--- src/rtl/board_irq_agg.sv ---
module board_irq_agg #(
  parameter int AW = 8,
  parameter int DW = 32,
  parameter int NIRQ = 16,
  parameter logic [31:0] IMPL = 32'h000FEEFF,
  parameter int CD0 = 9,
  parameter int CD1 = 13
) (
  input  logic            clk,
  input  logic            rst_n,
  input  logic [NIRQ-1:0] irq_in,
  input  logic [AW-1:0]   bus_addr,
  input  logic            bus_we,
  input  logic [DW-1:0]   bus_wdata,
  output logic [DW-1:0]   bus_rdata,
  output logic            irq_out
);
  localparam logic [AW-1:0] A_MASK = AW'(8'hC0);
  localparam logic [AW-1:0] A_PEND = AW'(8'hD0);
  localparam logic [AW-1:0] A_SLT0 = AW'(8'hE0);
  localparam logic [AW-1:0] A_SLT1 = AW'(8'hE4);
  localparam logic [AW-1:0] A_LVL  = AW'(8'hB0);
  localparam logic [DW-1:0] IMPL_W = DW'(IMPL);

  logic [NIRQ-1:0] lvl_q;
  logic [DW-1:0]   pend_q, mask_q, pend_n, mask_n, rise;
  logic [4:0]      slot_lo [2];
  logic [DW-1:0]   scr [8];
  logic [2:0]      scr_idx;
  logic            scr_hit;

  wire wr_mask = bus_we && bus_addr == A_MASK;
  wire wr_pend = bus_we && bus_addr == A_PEND;

  assign rise   = DW'(irq_in & ~lvl_q);
  assign mask_n = wr_mask ? (bus_wdata & IMPL_W) : mask_q;
  assign pend_n = (wr_pend ? (bus_wdata & IMPL_W) : pend_q) | (rise & mask_q);

  always_comb begin
    scr_hit = 1'b1;
    scr_idx = 3'd0;
    case (bus_addr)
      AW'(8'h10): scr_idx = 3'd0;
      AW'(8'h14): scr_idx = 3'd1;
      AW'(8'h40): scr_idx = 3'd2;
      AW'(8'h60): scr_idx = 3'd3;
      AW'(8'h80): scr_idx = 3'd4;
      AW'(8'h84): scr_idx = 3'd5;
      AW'(8'h88): scr_idx = 3'd6;
      AW'(8'h90): scr_idx = 3'd7;
      default:    scr_hit = 1'b0;
    endcase
  end

  always_ff @(posedge clk) begin
    if (!rst_n) begin
      lvl_q   <= '0;
      pend_q  <= '0;
      mask_q  <= '0;
      irq_out <= 1'b0;
      slot_lo[0] <= '0;
      slot_lo[1] <= '0;
      for (int i = 0; i < 8; i++) scr[i] <= '0;
    end else begin
      lvl_q   <= irq_in;
      pend_q  <= pend_n;
      mask_q  <= mask_n;
      irq_out <= |(pend_n & mask_n);
      if (bus_we && bus_addr == A_SLT0) slot_lo[0] <= bus_wdata[4:0];
      if (bus_we && bus_addr == A_SLT1) slot_lo[1] <= bus_wdata[4:0];
      if (bus_we && scr_hit) scr[scr_idx] <= bus_wdata;
    end
  end

  function automatic logic [DW-1:0] slot_word(input logic [4:0] lo, input logic lvl);
    logic [DW-1:0] w;
    w = '0;
    w[10] = 1'b1;
    w[5] = ~lvl;
    w[4:0] = lo;
    return w;
  endfunction

  always_comb begin
    bus_rdata = '0;
    if (scr_hit) bus_rdata = scr[scr_idx];
    else case (bus_addr)
      A_MASK: bus_rdata = mask_q;
      A_PEND: bus_rdata = pend_q;
      A_SLT0: bus_rdata = slot_word(slot_lo[0], lvl_q[CD0]);
      A_SLT1: bus_rdata = slot_word(slot_lo[1], lvl_q[CD1]);
      A_LVL:  bus_rdata = DW'(lvl_q);
      default: bus_rdata = '0;
    endcase
  end

  logic past_ok;
  always_ff @(posedge clk) past_ok <= rst_n;

  a_r1_out_tracks: assert property (@(posedge clk) disable iff (!rst_n)
    past_ok |-> irq_out == |(pend_q & mask_q));
  a_r4_pend_filtered: assert property (@(posedge clk) disable iff (!rst_n)
    (pend_q & ~IMPL_W) == '0);
  a_r5_mask_filtered: assert property (@(posedge clk) disable iff (!rst_n)
    (mask_q & ~IMPL_W) == '0);
  a_r2_sticky: assert property (@(posedge clk) disable iff (!rst_n)
    past_ok && !$past(wr_pend) |-> (pend_q & $past(pend_q)) == $past(pend_q));
  a_r3_no_disabled_set: assert property (@(posedge clk) disable iff (!rst_n)
    past_ok && !$past(wr_pend) |-> (pend_q & ~$past(pend_q) & ~$past(mask_q)) == '0);
  a_r7_slot_hold: assert property (@(posedge clk) disable iff (!rst_n)
    past_ok && !$past(bus_we) |-> $stable(slot_lo[0]) && $stable(slot_lo[1]));
endmodule

--- config.mk ---
export PLATFORM = sky130hd
export DESIGN_NAME = board_irq_agg
export DESIGN_NICKNAME = d
export VERILOG_FILES = /design/src/rtl/board_irq_agg.sv
export SDC_FILE = /design/constraint.sdc
export NUM_CORES = 1
export LEC_CHECK = 0
export BUFFER_PORTS_ARGS = -buffer_cell sky130_fd_sc_hd__buf_2
export CORE_MARGIN = 2
export CORE_UTILIZATION = 39
export DETAILED_ROUTE_END_ITERATION = 6
export GPL_ROUTABILITY_DRIVEN = 0
export PLACE_DENSITY = 0.58
export SETUP_SLACK_MARGIN = 0.3
export SLEW_MARGIN = 0
export SYNTH_ARGS = -nofsm -noshare
export SYNTH_HDL_FRONTEND = slang
export SYNTH_SLANG_ARGS = --single-unit
--- constraint.sdc ---
create_clock -name clk -period 10.3 [get_ports clk]
set_clock_uncertainty 0.1 [all_clocks]
set_input_delay 1.03 -clock clk [delete_from_list [all_inputs] [get_ports clk]]
set_output_delay 1.03 -clock clk [all_outputs]
set_load 0.02 [all_outputs]
# Word-level counts from Yosys, hierarchy flattened

Memories as Yosys holds them, arrays and structs flattened.
Index checks and enable logic that the tools add are counted.

Flip-flop bits (word level): 81
Latch bits: 0
Bits in writable memories: 266
Memory bits (read-only): 0
Input bits: 59
Output and inout bits: 33
Logic and storage cells: 57
Memories kept: 2

Add/subtract/negate cells: 0
Multipliers: 0
Div/mod/pow operators: 0
Order comparisons: 0
Eq/ne operators: 13
Shift operators: 0
Muxes and demuxes: 21
Bitwise operators: 9
Reductions and logical operators: 8

Memory list:

| memory  | words | bits a word | read ports | clocked after memory_dff | wr ports | RTL line | RTL |
|---|---|---|---|---|---|---|---|
| scr     | 8     | 32          | 1          | 0                        | 8        | 28       | `logic [DW-1:0] scr [8];` |
| slot_lo | 2     | 5           | 2          | 0                        | 2        | 27       | `logic [4:0] slot_lo [2];` |

Operators with widths:

| operator                                                        | number |
|---|---|
| 32-bit one-hot mux with 5 select lines                          | 1 |
| 32-bit two-way mux                                              | 4 |
| 8-bit == test, second input constant                            | 9 |
| 32-bit AND                                                      | 2 |
| 32-bit OR reduction                                             | 2 |
| 16-bit by 32-bit AND with 32-bit output                         | 1 |
| 16-bit inverter with 32-bit output                              | 1 |
| 32-bit bitwise OR                                               | 1 |
| 3-bit one-hot mux with 7 select lines                           | 1 |
| 8-bit by 5-bit == test with 1-bit output, second input constant | 2 |
| 8-bit by 7-bit == test with 1-bit output, second input constant | 2 |
| 1-bit two-way mux                                               | 12 |
| 5-bit two-way mux                                               | 2 |
| 8-bit OR reduction                                              | 1 |
| 1-bit logical AND                                               | 5 |
| 3-bit two-way mux                                               | 1 |
| 1-bit inverter                                                  | 2 |
| 1-bit bitwise OR                                                | 2 |

# Logic depth before layout (Yosys ltp)

Gate-level depths: netlist (run 1).

Depth after elaboration: 9
Mapped depth: 10
Gate-level depth less buffers: 7

# Least setup slack after synthesis (run 1)

OpenSTA, ideal clock, no wires.

Path type: in2reg
Start point: input port bus_addr[5]
End point: memory scr[6][0], enable pin
Setup time: 0.466 ns
Arrival time: 4.092 ns
Data required time: 9.734 ns
Slack: 5.643 ns
Stages: 4
Buffers on the path: 1
Cells stage by stage: clkbuf_1 nor4_1 nand3_1 o21ai_0

RTL lines:

| element         | RTL line | RTL |
|---|---|---|
| start, declared | 12       | `input logic [AW-1:0] bus_addr,` |
| end, declared   | 28       |  |

# Final worst setup path (run 1)

Start point: input port bus_addr[4]
End point: output port bus_rdata[10]

Word-level cells in the longest chain between the ends: 4
Elaborated cells on any way between the ends: 19
Classes of those cells: 13 x eq/ne; 4 x mux; 1 x reduce/logical; 1 x memory

Ends and longest elaborated chain:

| element                                                                     | RTL line | RTL |
|---|---|---|
| 8-bit == test, or another cell as far along                                 | 42       | `case (bus_addr)` |
| 3-bit one-hot mux with 7 select lines or 8-bit OR reduction (tied branches) | --       |  |
| memory 8 x 32 bit or 1-bit two-way mux (tied branches)                      | --       |  |
| 32-bit two-way mux (*)                                                      | 86       | `if (scr_hit) bus_rdata = scr[scr_idx];` |
| end, declared                                                               | 15       | `output logic [DW-1:0] bus_rdata,` |

Every way passes the cells marked *; elsewhere a longest branch is shown, timed or not.

==> results.md, run 1 <==
* Net count after synthesis at 1400
* DIE AREA at 0.0419 mm2
* Horiz. Die Dim at 205 um
* Buffers added on ports at 91
* Clock Pin Slew Worst Setup and Hold Paths at 60 ps
* Average detailed-routed wire length per instance at 23.4 um
* Cell-internal power at 0.00229 W
* Clk_lat worst skew at 530 ps
* GRT Total Usage at 21.5%
* Net Sw Frac at 21.9%
* Setup repair after global routing missed its margin: no
* Combinational power share at 4.2%
* Number of synthesized register bits at 347
* DRC violation count after routing at 0
* Most frequent cell after synthesis: sky130_fd_sc_hd__edfxtp_1
* Wirelength, routed at 44700 um
* Slew at the pin with the worst max-slew slack at 1070 ps
* Max frequency at 0.183 GHz
* Cell variety after synth at 57
* Crit path DAT at 4340 ps
* Relative area change from synthesis to final layout at 12.2%
* Sequential element share of the synthesized area at 61.1%
* Hold WC Path Type: register to register
* Worst-case vdd ir drop at 0.132 mV
* Hold Crit Start: pend_q[8]
* Cts hold-fix bufs at 0
* CP Capture Type: output pin
* Share of flip-flops with an asynchronous set or reset after synthesis at 0%
* H-tree lvl count at 2
* Number of buffers on the longest clock path at 3
* Final-layout fill cell count at 3656
* Number of ports placed on the die boundary at 92
* Worst rel slew slack at 28.3%
* Clock power share at 41.9%
* Critical path type: input pin to output pin
* Net count of the finished layout at 1417
* Clock tree from TritonCTS: yes
* Number of nets with antenna violations after detailed routing at 0
* Number of buffers added by the clock tree synthesis step at 37
* Highest net fanout along the worst path at 65
* Total vias in the final route at 11200
* Number of maximum-capacitance constraint violations at 0
* Register share of total power at 53.8%
* Number of violations reported at the end of detailed-routing iteration 0 at 1187
* Yosys synthesis warning count at 0
* Leak Pwr at 7.18 nW
* Half-perimeter wire length after placement at 26100 um
* Biggest area contributors in the synthesized netlist: sky130_fd_sc_hd__edfxtp_1 51%, sky130_fd_sc_hd__dfxtp_1 10%, sky130_fd_sc_hd__and3_1 9.1%
* Average cell area after synthesis at 11.7 um2
* Portion of the clock cycle consumed by the worst path in the final layout at 53.1%
* Hold violation total from the final report at 0
* Reg-to-reg critical path startpoint: mask_q[29]
* Number of max-slew violations in the final report at 0
* Hold Path Stages at 2
* Yosys top cell area share at 50.8%
* Data required, critical path at 9170 ps
* Final setup violation count at 0
* Global-route wire length before repair at 68400 um
* Setup TNS Final at 0 ps
* Largest area contributor in the netlist: sky130_fd_sc_hd__edfxtp_1
* 1st-pass router iterations at 7
* Y dimension of the die at 205 um
* Post-CTS repair timing setup buffer count at 0
* Cell Rows at 73
* Starting density of the core at 39.6%
* Depth of the most critical reg-to-reg path at 6
* Final Critical Period at 5470 ps
* Instance count of the mapped netlist at 1341
* Post-synthesis instance area at 0.0157 mm2
* Power per standard cell area at 166 mW/mm2
* Total gr overflow at 0
* Result of the run: finished, final reports clean
* Power spent charging and discharging nets at 0.000642 W
* Ratio of cells with drive above 1 in the final layout at 14.8%
* Cells resized by post-CTS repair at 0
* Number of antenna violations at the first check in global routing at 1
* Final design instance area without fill at 0.0176 mm2
* Most numerous cell types in the synthesized netlist: 266 x sky130_fd_sc_hd__edfxtp_1, 228 x sky130_fd_sc_hd__and3_1, 166 x sky130_fd_sc_hd__nand2_1
* Core area at 0.0397 mm2
* Cell area after placement at 0.0165 mm2
* Number of synthesized flops with an enable pin at 266
* Crit path launch type: input pin
* Via count of the first global-routing pass at 10900
* Buffer type at the clock tree root: sky130_fd_sc_hd__clkbuf_16
* Maximum number of pins on one net before global-route repair at 114
* # clock sinks at 347
* CP Launch Point: bus_addr[4]
* Avg Vias per Cell at 5.86
* Main synth FF type: sky130_fd_sc_hd__edfxtp_1
[kinds of logic (layout without fill, tap and decap cells)]
kind of cell,after synthesis,in the layout,synth area share [%]
and+or+nand+nor,567,567,20.2
DFF,347,347,61.1
AOI/OAI and AO/OA,228,228,11.6
buffers and inverters,149,192,3.81
muxes,49,49,3.27
xor gates and xnor gates,1,1,0.0557
other,0,2,0
[per-stage QoR]
| stage | std cells | total power [W] | utilization (%) | hold slack, ps | setup WS, ps |
|---|---|---|---|---|---|
| after floorplan | 1341 | 0.00167 | - | 354 | 5640 |
| after global placement | 1844 | 0.00173 | 41.6 | 366 | 4460 |
| after detailed placement | 1844 | 0.00173 | 41.6 | 381 | 4340 |
| after CTS | 1909 | 0.00295 | 44.4 | 388 | 4850 |
| after global routing | 1909 | 0.00302 | 44.4 | 405 | 4520 |
| final | 1911 | 0.00293 | 44.4 | 382 | 4830 |
[flip-flops by register name (all words and copies together), names as in the netlist]
register and flops:
lvl_q 16, scr 256, irq_out 1, mask_q 32
slot_lo 10, pend_q 32
[worst max-delay path, cell delays in order]
cell                       delay (ps)
sky130_fd_sc_hd__buf_2            180
sky130_fd_sc_hd__nor4_1           610
sky130_fd_sc_hd__and3_2           280
sky130_fd_sc_hd__buf_4            540
sky130_fd_sc_hd__nor2_1           170
sky130_fd_sc_hd__nor4b_4          180
sky130_fd_sc_hd__buf_4            370
sky130_fd_sc_hd__a221oi_1         450
sky130_fd_sc_hd__o221ai_1         230
sky130_fd_sc_hd__buf_2            230
[power groups by stage]
stage               combinational [W]  clock, W  sequential (W)
floorplan                   0.0000655         0         0.00160
global placement             0.000124         0         0.00160
detailed placement           0.000126         0         0.00161
CTS                          0.000126   0.00125         0.00158
global route                 0.000135   0.00130         0.00158
finish                       0.000124   0.00123         0.00158
[cell usage in the layout, fill, tap and decap left out, types with 4 or more instances in the layout]
cell type	n
sky130_fd_sc_hd__nor2_1	21
sky130_fd_sc_hd__nor2b_1	4
sky130_fd_sc_hd__inv_1	12
sky130_fd_sc_hd__a22oi_1	8
sky130_fd_sc_hd__dfxtp_1	81
sky130_fd_sc_hd__a21oi_1	29
sky130_fd_sc_hd__o22ai_1	10
sky130_fd_sc_hd__nand2_1	162
sky130_fd_sc_hd__a222oi_1	56
sky130_fd_sc_hd__mux2_2	19
sky130_fd_sc_hd__a41o_1	18
sky130_fd_sc_hd__and3_1	226
sky130_fd_sc_hd__nand4_1	4
sky130_fd_sc_hd__nand3b_1	15
sky130_fd_sc_hd__nand2_2	4
sky130_fd_sc_hd__a31oi_1	7
sky130_fd_sc_hd__nand2b_1	6
sky130_fd_sc_hd__buf_4	24
sky130_fd_sc_hd__clkbuf_16	39
sky130_fd_sc_hd__a221oi_1	14
sky130_fd_sc_hd__o211ai_1	4
sky130_fd_sc_hd__nand3_1	8
sky130_fd_sc_hd__a21boi_0	37
sky130_fd_sc_hd__nor3_1	4
sky130_fd_sc_hd__mux2i_1	30
sky130_fd_sc_hd__a22o_1	7
sky130_fd_sc_hd__edfxtp_1	266
sky130_fd_sc_hd__clkbuf_1	15
sky130_fd_sc_hd__buf_2	91
sky130_fd_sc_hd__clkinv_1	6
sky130_fd_sc_hd__and2_1	82
sky130_fd_sc_hd__o221ai_1	12
sky130_fd_sc_hd__o21ai_0	12
[routing by layer]
layer	vias up	global-route usage, %	wire (um)
li1	5122	-	-
met2	394	35.1	21200
met4	0	7.14	1310
met5	-	0	0
met1	5609	29.4	19500
met3	72	3.10	2740
[area by class of cell]
class,count,area [um2],share of cell area [%]
Antenna cell,2,5.00,0.0284
Inverter,12,45.0,0.255
Clock inverter,11,53.8,0.305
Sequential cell,347,9610,54.5
Timing Repair Buffer,115,636,3.60
Clock buffer,54,1030,5.85
Tap cell,525,657,3.73
Multi-Input combinational cell,845,5590,31.7
[worst paths after layout]
kind | slack [ps] | endpoint
worst max-delay path | 4830 | bus_rdata[10]
worst min-delay path | 380 | pend_q[8]
worst max register to register | 8260 | irq_out
worst min register to register | 380 | pend_q[8]
Power figures use the tool's default switching activity.
==> run 2, diff against run 1 <==
--- a/config.mk
+++ b/config.mk
@@ -5,6 +5,7 @@
 export SDC_FILE = /design/constraint.sdc
 export NUM_CORES = 1
 export LEC_CHECK = 0
+export ABC_AREA = 1
 export BUFFER_PORTS_ARGS = -buffer_cell sky130_fd_sc_hd__buf_2
 export CORE_MARGIN = 2
 export CORE_UTILIZATION = 39
==> constraint.sdc (replaced) <==
create_clock -name clk -period 5.2 [get_ports clk]
set_clock_uncertainty 0.1 [all_clocks]
set_input_delay 0.52 -clock clk [delete_from_list [all_inputs] [get_ports clk]]
set_output_delay 0.52 -clock clk [all_outputs]
set_load 0.02 [all_outputs]
==> run 2 against run 1 <==
Net effect:
- combinational power up 85%
- critical path type unchanged
- hold slack worse by 300 ps
- sequential cell count unchanged
- first-iteration DRC count down 22%
- worst setup slack worse by 3800 ps
- clock power up 110%
- global-route usage up 0.82 points
- clock-buffer cell count down 1
- utilization up 1.2 points
==> results.md, run 2 <==
* Crit path launch type: input pin
* RR Endpoint: irq_out
* Sum of buffers and inverters on the critical path at 5
* Share of flip-flops with an asynchronous set or reset after synthesis at 0%
* Register share of total power at 52.3%
* Max frequency at 0.241 GHz
* Via count of the first global-routing pass at 11000
* Starting density of the core at 39.7%
* Core area at 0.0378 mm2
* Clk_lat worst skew at 530 ps
* Number of synthesized register bits at 347
* Instance count of the mapped netlist at 1608
* Number of buffers added by the clock tree synthesis step at 37
* Biggest area contributors in the synthesized netlist: sky130_fd_sc_hd__edfxtp_1 53%, sky130_fd_sc_hd__nand2_1 11%, sky130_fd_sc_hd__dfxtp_1 11%
* Cts hold-fix bufs at 0
* Worst rel slew slack at 31.3%
* Hold worst-path end: lvl_q[6]
* Relative area change from synthesis to final layout at 14.7%
* Critical path type: input pin to output pin
* Horiz. Die Dim at 200 um
* CP max stage cell: sky130_fd_sc_hd__inv_1
* Crit path DAT at 3520 ps
* Number of antenna violations at the first check in global routing at 2
* Most frequent cell after synthesis: sky130_fd_sc_hd__nand2_1
* Total vias in the final route at 11700
* Half-perimeter wire length after placement at 27800 um
* Global-route wire length before repair at 68600 um
* Yosys top cell area share at 53.3%
* Result of the run: finished, final reports clean
* Number of flip-flops in the largest register at 256
* H-tree lvl count at 2
* Biggest registers after layout: scr x256, mask_q x32, pend_q x32
* Most frequent standard cell in the layout excluding fill and tap cells: sky130_fd_sc_hd__nand2_1
* Maximum number of pins on one net before global-route repair at 53
* Final setup violation count at 0
* Y dimension of the die at 200 um
* Average detailed-routed wire length per instance at 20.3 um
* CP Capture Type: output pin
* Power spent charging and discharging nets at 0.00130 W
* Slew at the pin with the worst max-slew slack at 1030 ps
* Number of synthesized flops with an enable pin at 266
* Cell Rows at 71
* Largest delay contributor family on the critical path: buffers and inverters
* Cell-internal power at 0.00467 W
* Setup repair after global routing missed its margin: no
* Hold violation total from the final report at 0
* Number of max-slew violations in the final report at 0
* DIE AREA at 0.0400 mm2
* Max stage delay on crit path at 700 ps
* Post-synthesis instance area at 0.0150 mm2
* Final Critical Period at 4140 ps
* Leak Pwr at 7.05 nW
* GRT Total Usage at 22.3%
* Most flop-heavy register: scr
* Power per standard cell area at 347 mW/mm2
* Most numerous cell types in the synthesized netlist: 434 x sky130_fd_sc_hd__nand2_1, 334 x sky130_fd_sc_hd__nor2_1, 266 x sky130_fd_sc_hd__edfxtp_1
* Post-CTS repair timing setup buffer count at 0
* Setup TNS Final at 0 ps
* Total gr overflow at 0
* Depth of the most critical reg-to-reg path at 9
* 1st-pass router iterations at 5
* Avg Vias per Cell at 5.27
* Reg-to-reg critical path startpoint: lvl_q[9]
* # clock sinks at 347
* Smallest setup slack after layout at 1060 ps
* Clock power share at 43.9%
* Ratio of cells with drive above 1 in the final layout at 11.0%
* Main synth FF type: sky130_fd_sc_hd__edfxtp_1
* Portion of the clock cycle consumed by the worst path in the final layout at 79.7%
* Highest net fanout along the worst path at 24
* Hold Path Stages at 3
* Average cell area after synthesis at 9.33 um2
* Top library cells by usage in the layout, fill and taps aside: 427 x sky130_fd_sc_hd__nand2_1, 332 x sky130_fd_sc_hd__nor2_1, 266 x sky130_fd_sc_hd__edfxtp_1, 106 x sky130_fd_sc_hd__inv_1, 91 x sky130_fd_sc_hd__buf_2
* Clock Pin Slew Worst Setup and Hold Paths at 60 ps
* Cell variety after synth at 25
* Worst Setup Slack post-DPL at 1180 ps
* Worst-case vdd ir drop at 0.221 mV
* Number of maximum-capacitance constraint violations at 0
* Number of nets with antenna violations after detailed routing at 0
* DRC violation count after routing at 0
* Antenna cells at 0
* Hold Crit Start: irq_in[6]
* Number of violations reported at the end of detailed-routing iteration 0 at 924
* Data required, critical path at 4580 ps
* Wirelength, routed at 45100 um
* Net count of the finished layout at 1745
* Clock tree from TritonCTS: yes
* Number of buffers on the longest clock path at 3
* Net count after synthesis at 1667
* Hold WC Path Type: input pin to register
* Number of ports placed on the die boundary at 92
* Yosys synthesis warning count at 0
* Cells resized by post-CTS repair at 0
* Buffer type at the clock tree root: sky130_fd_sc_hd__clkbuf_16
* Buffers added on ports at 91
* Sequential element share of the synthesized area at 64.1%
* Net Sw Frac at 21.8%
* Largest area contributor in the netlist: sky130_fd_sc_hd__edfxtp_1
* Cell type with the highest occurrence count on the critical path: sky130_fd_sc_hd__nand2_1
* Critical path cell sequence: buf_2, nor2_1, nand2_1, inv_2, nand3_1, clkinv_1, nor2_1, nand2_1, a21oi_1, inv_1, o21ai_0, nand2_1, buf_2
* Slack of the worst reg-to-reg path at 3790 ps
* Combinational power share at 3.8%
* CP Launch Point: bus_addr[1]
-- run 2: cell count changes in the layout (fill, tap and decap cells not counted), sizes merged, moves of 30 or more --
| cell | before | now |
|---|---|---|
| a21boi | 37 | 0 |
| a222oi | 56 | 0 |
| and2 | 85 | 0 |
| and3 | 228 | 0 |
| inv | 13 | 108 |
| mux2i | 30 | 0 |
| nand2 | 166 | 434 |
| nand3 | 8 | 85 |
| nand4 | 4 | 88 |
| nor2 | 22 | 335 |
-- run 2: worst max-delay path by stage --
stage	end	cells past startpoint	slack, ps
after floorplan	scr[2][0]	12	2080
after global placement	bus_rdata[19]	13	1250
after detailed placement	bus_rdata[19]	13	1180
after CTS	bus_rdata[19]	13	1190
after global routing	bus_rdata[19]	13	870
final	bus_rdata[19]	13	1060
-- run 2: area by class of cell --
cell class                 count  area, um2
inverter                     117        439
clock inverter                15        119
fill                        3614      20500
tap                          511        639
multi-input combinational   1059       4630
clock buffer                  53       1070
sequential                   347       9610
timing repair buffer         124        703
-- run 2: layer usage --
| metal | share of wire (%) | wire length (um) | global-route usage, % | up-vias |
|---|---|---|---|---|
| li1 | - | - | - | 5546 |
| met5 | 0 | 0 | 0 | - |
| met2 | 46 | 20800 | 35.3 | 447 |
| met1 | 44 | 19900 | 31.8 | 5670 |
| met3 | 7.7 | 3470 | 3.74 | 61 |
| met4 | 2.2 | 971 | 6.10 | 0 |
-- run 2: logic make-up after synthesis --
kind of cell | Yosys count | synth area share [%]
AOI/OAI and AO/OA | 107 | 4.45
DFF | 347 | 64.1
and+or+nand+nor | 952 | 26.2
buffers and inverters | 202 | 5.29
-- run 2: power groups by stage --
| stage | clock network [W] | logic [W] | registers [W] |
|---|---|---|---|
| 6_report | 0.00262 | 0.000229 | 0.00312 |
| 5_1_grt | 0.00275 | 0.000248 | 0.00313 |
| 3_5_place_dp | 0 | 0.000228 | 0.00318 |
| 3_3_place_gp | 0 | 0.000229 | 0.00318 |
| 4_1_cts | 0.00264 | 0.000229 | 0.00312 |
| 2_1_floorplan | 0 | 0.000116 | 0.00317 |
-- run 2: tightest hold or removal path, cell delays in order --
cell                      delay [ps]
sky130_fd_sc_hd__buf_2            80
sky130_fd_sc_hd__nand2_1          40
sky130_fd_sc_hd__inv_1            40
-- run 2: stage by stage --
step / std cells / hold WS [ps] / util, % / instance area [um2] / power, W
2_1_floorplan: 1608 / 332 / - / 15000 / 0.00329
3_3_place_gp: 2158 / 341 / 42.4 / 16000 / 0.00340
3_5_place_dp: 2158 / 347 / 42.4 / 16000 / 0.00341
4_1_cts: 2226 / 62.8 / 45.6 / 17200 / 0.00599
5_1_grt: 2226 / 84.3 / 45.6 / 17200 / 0.00613
6_report: 2226 / 79.0 / 45.6 / 17200 / 0.00596
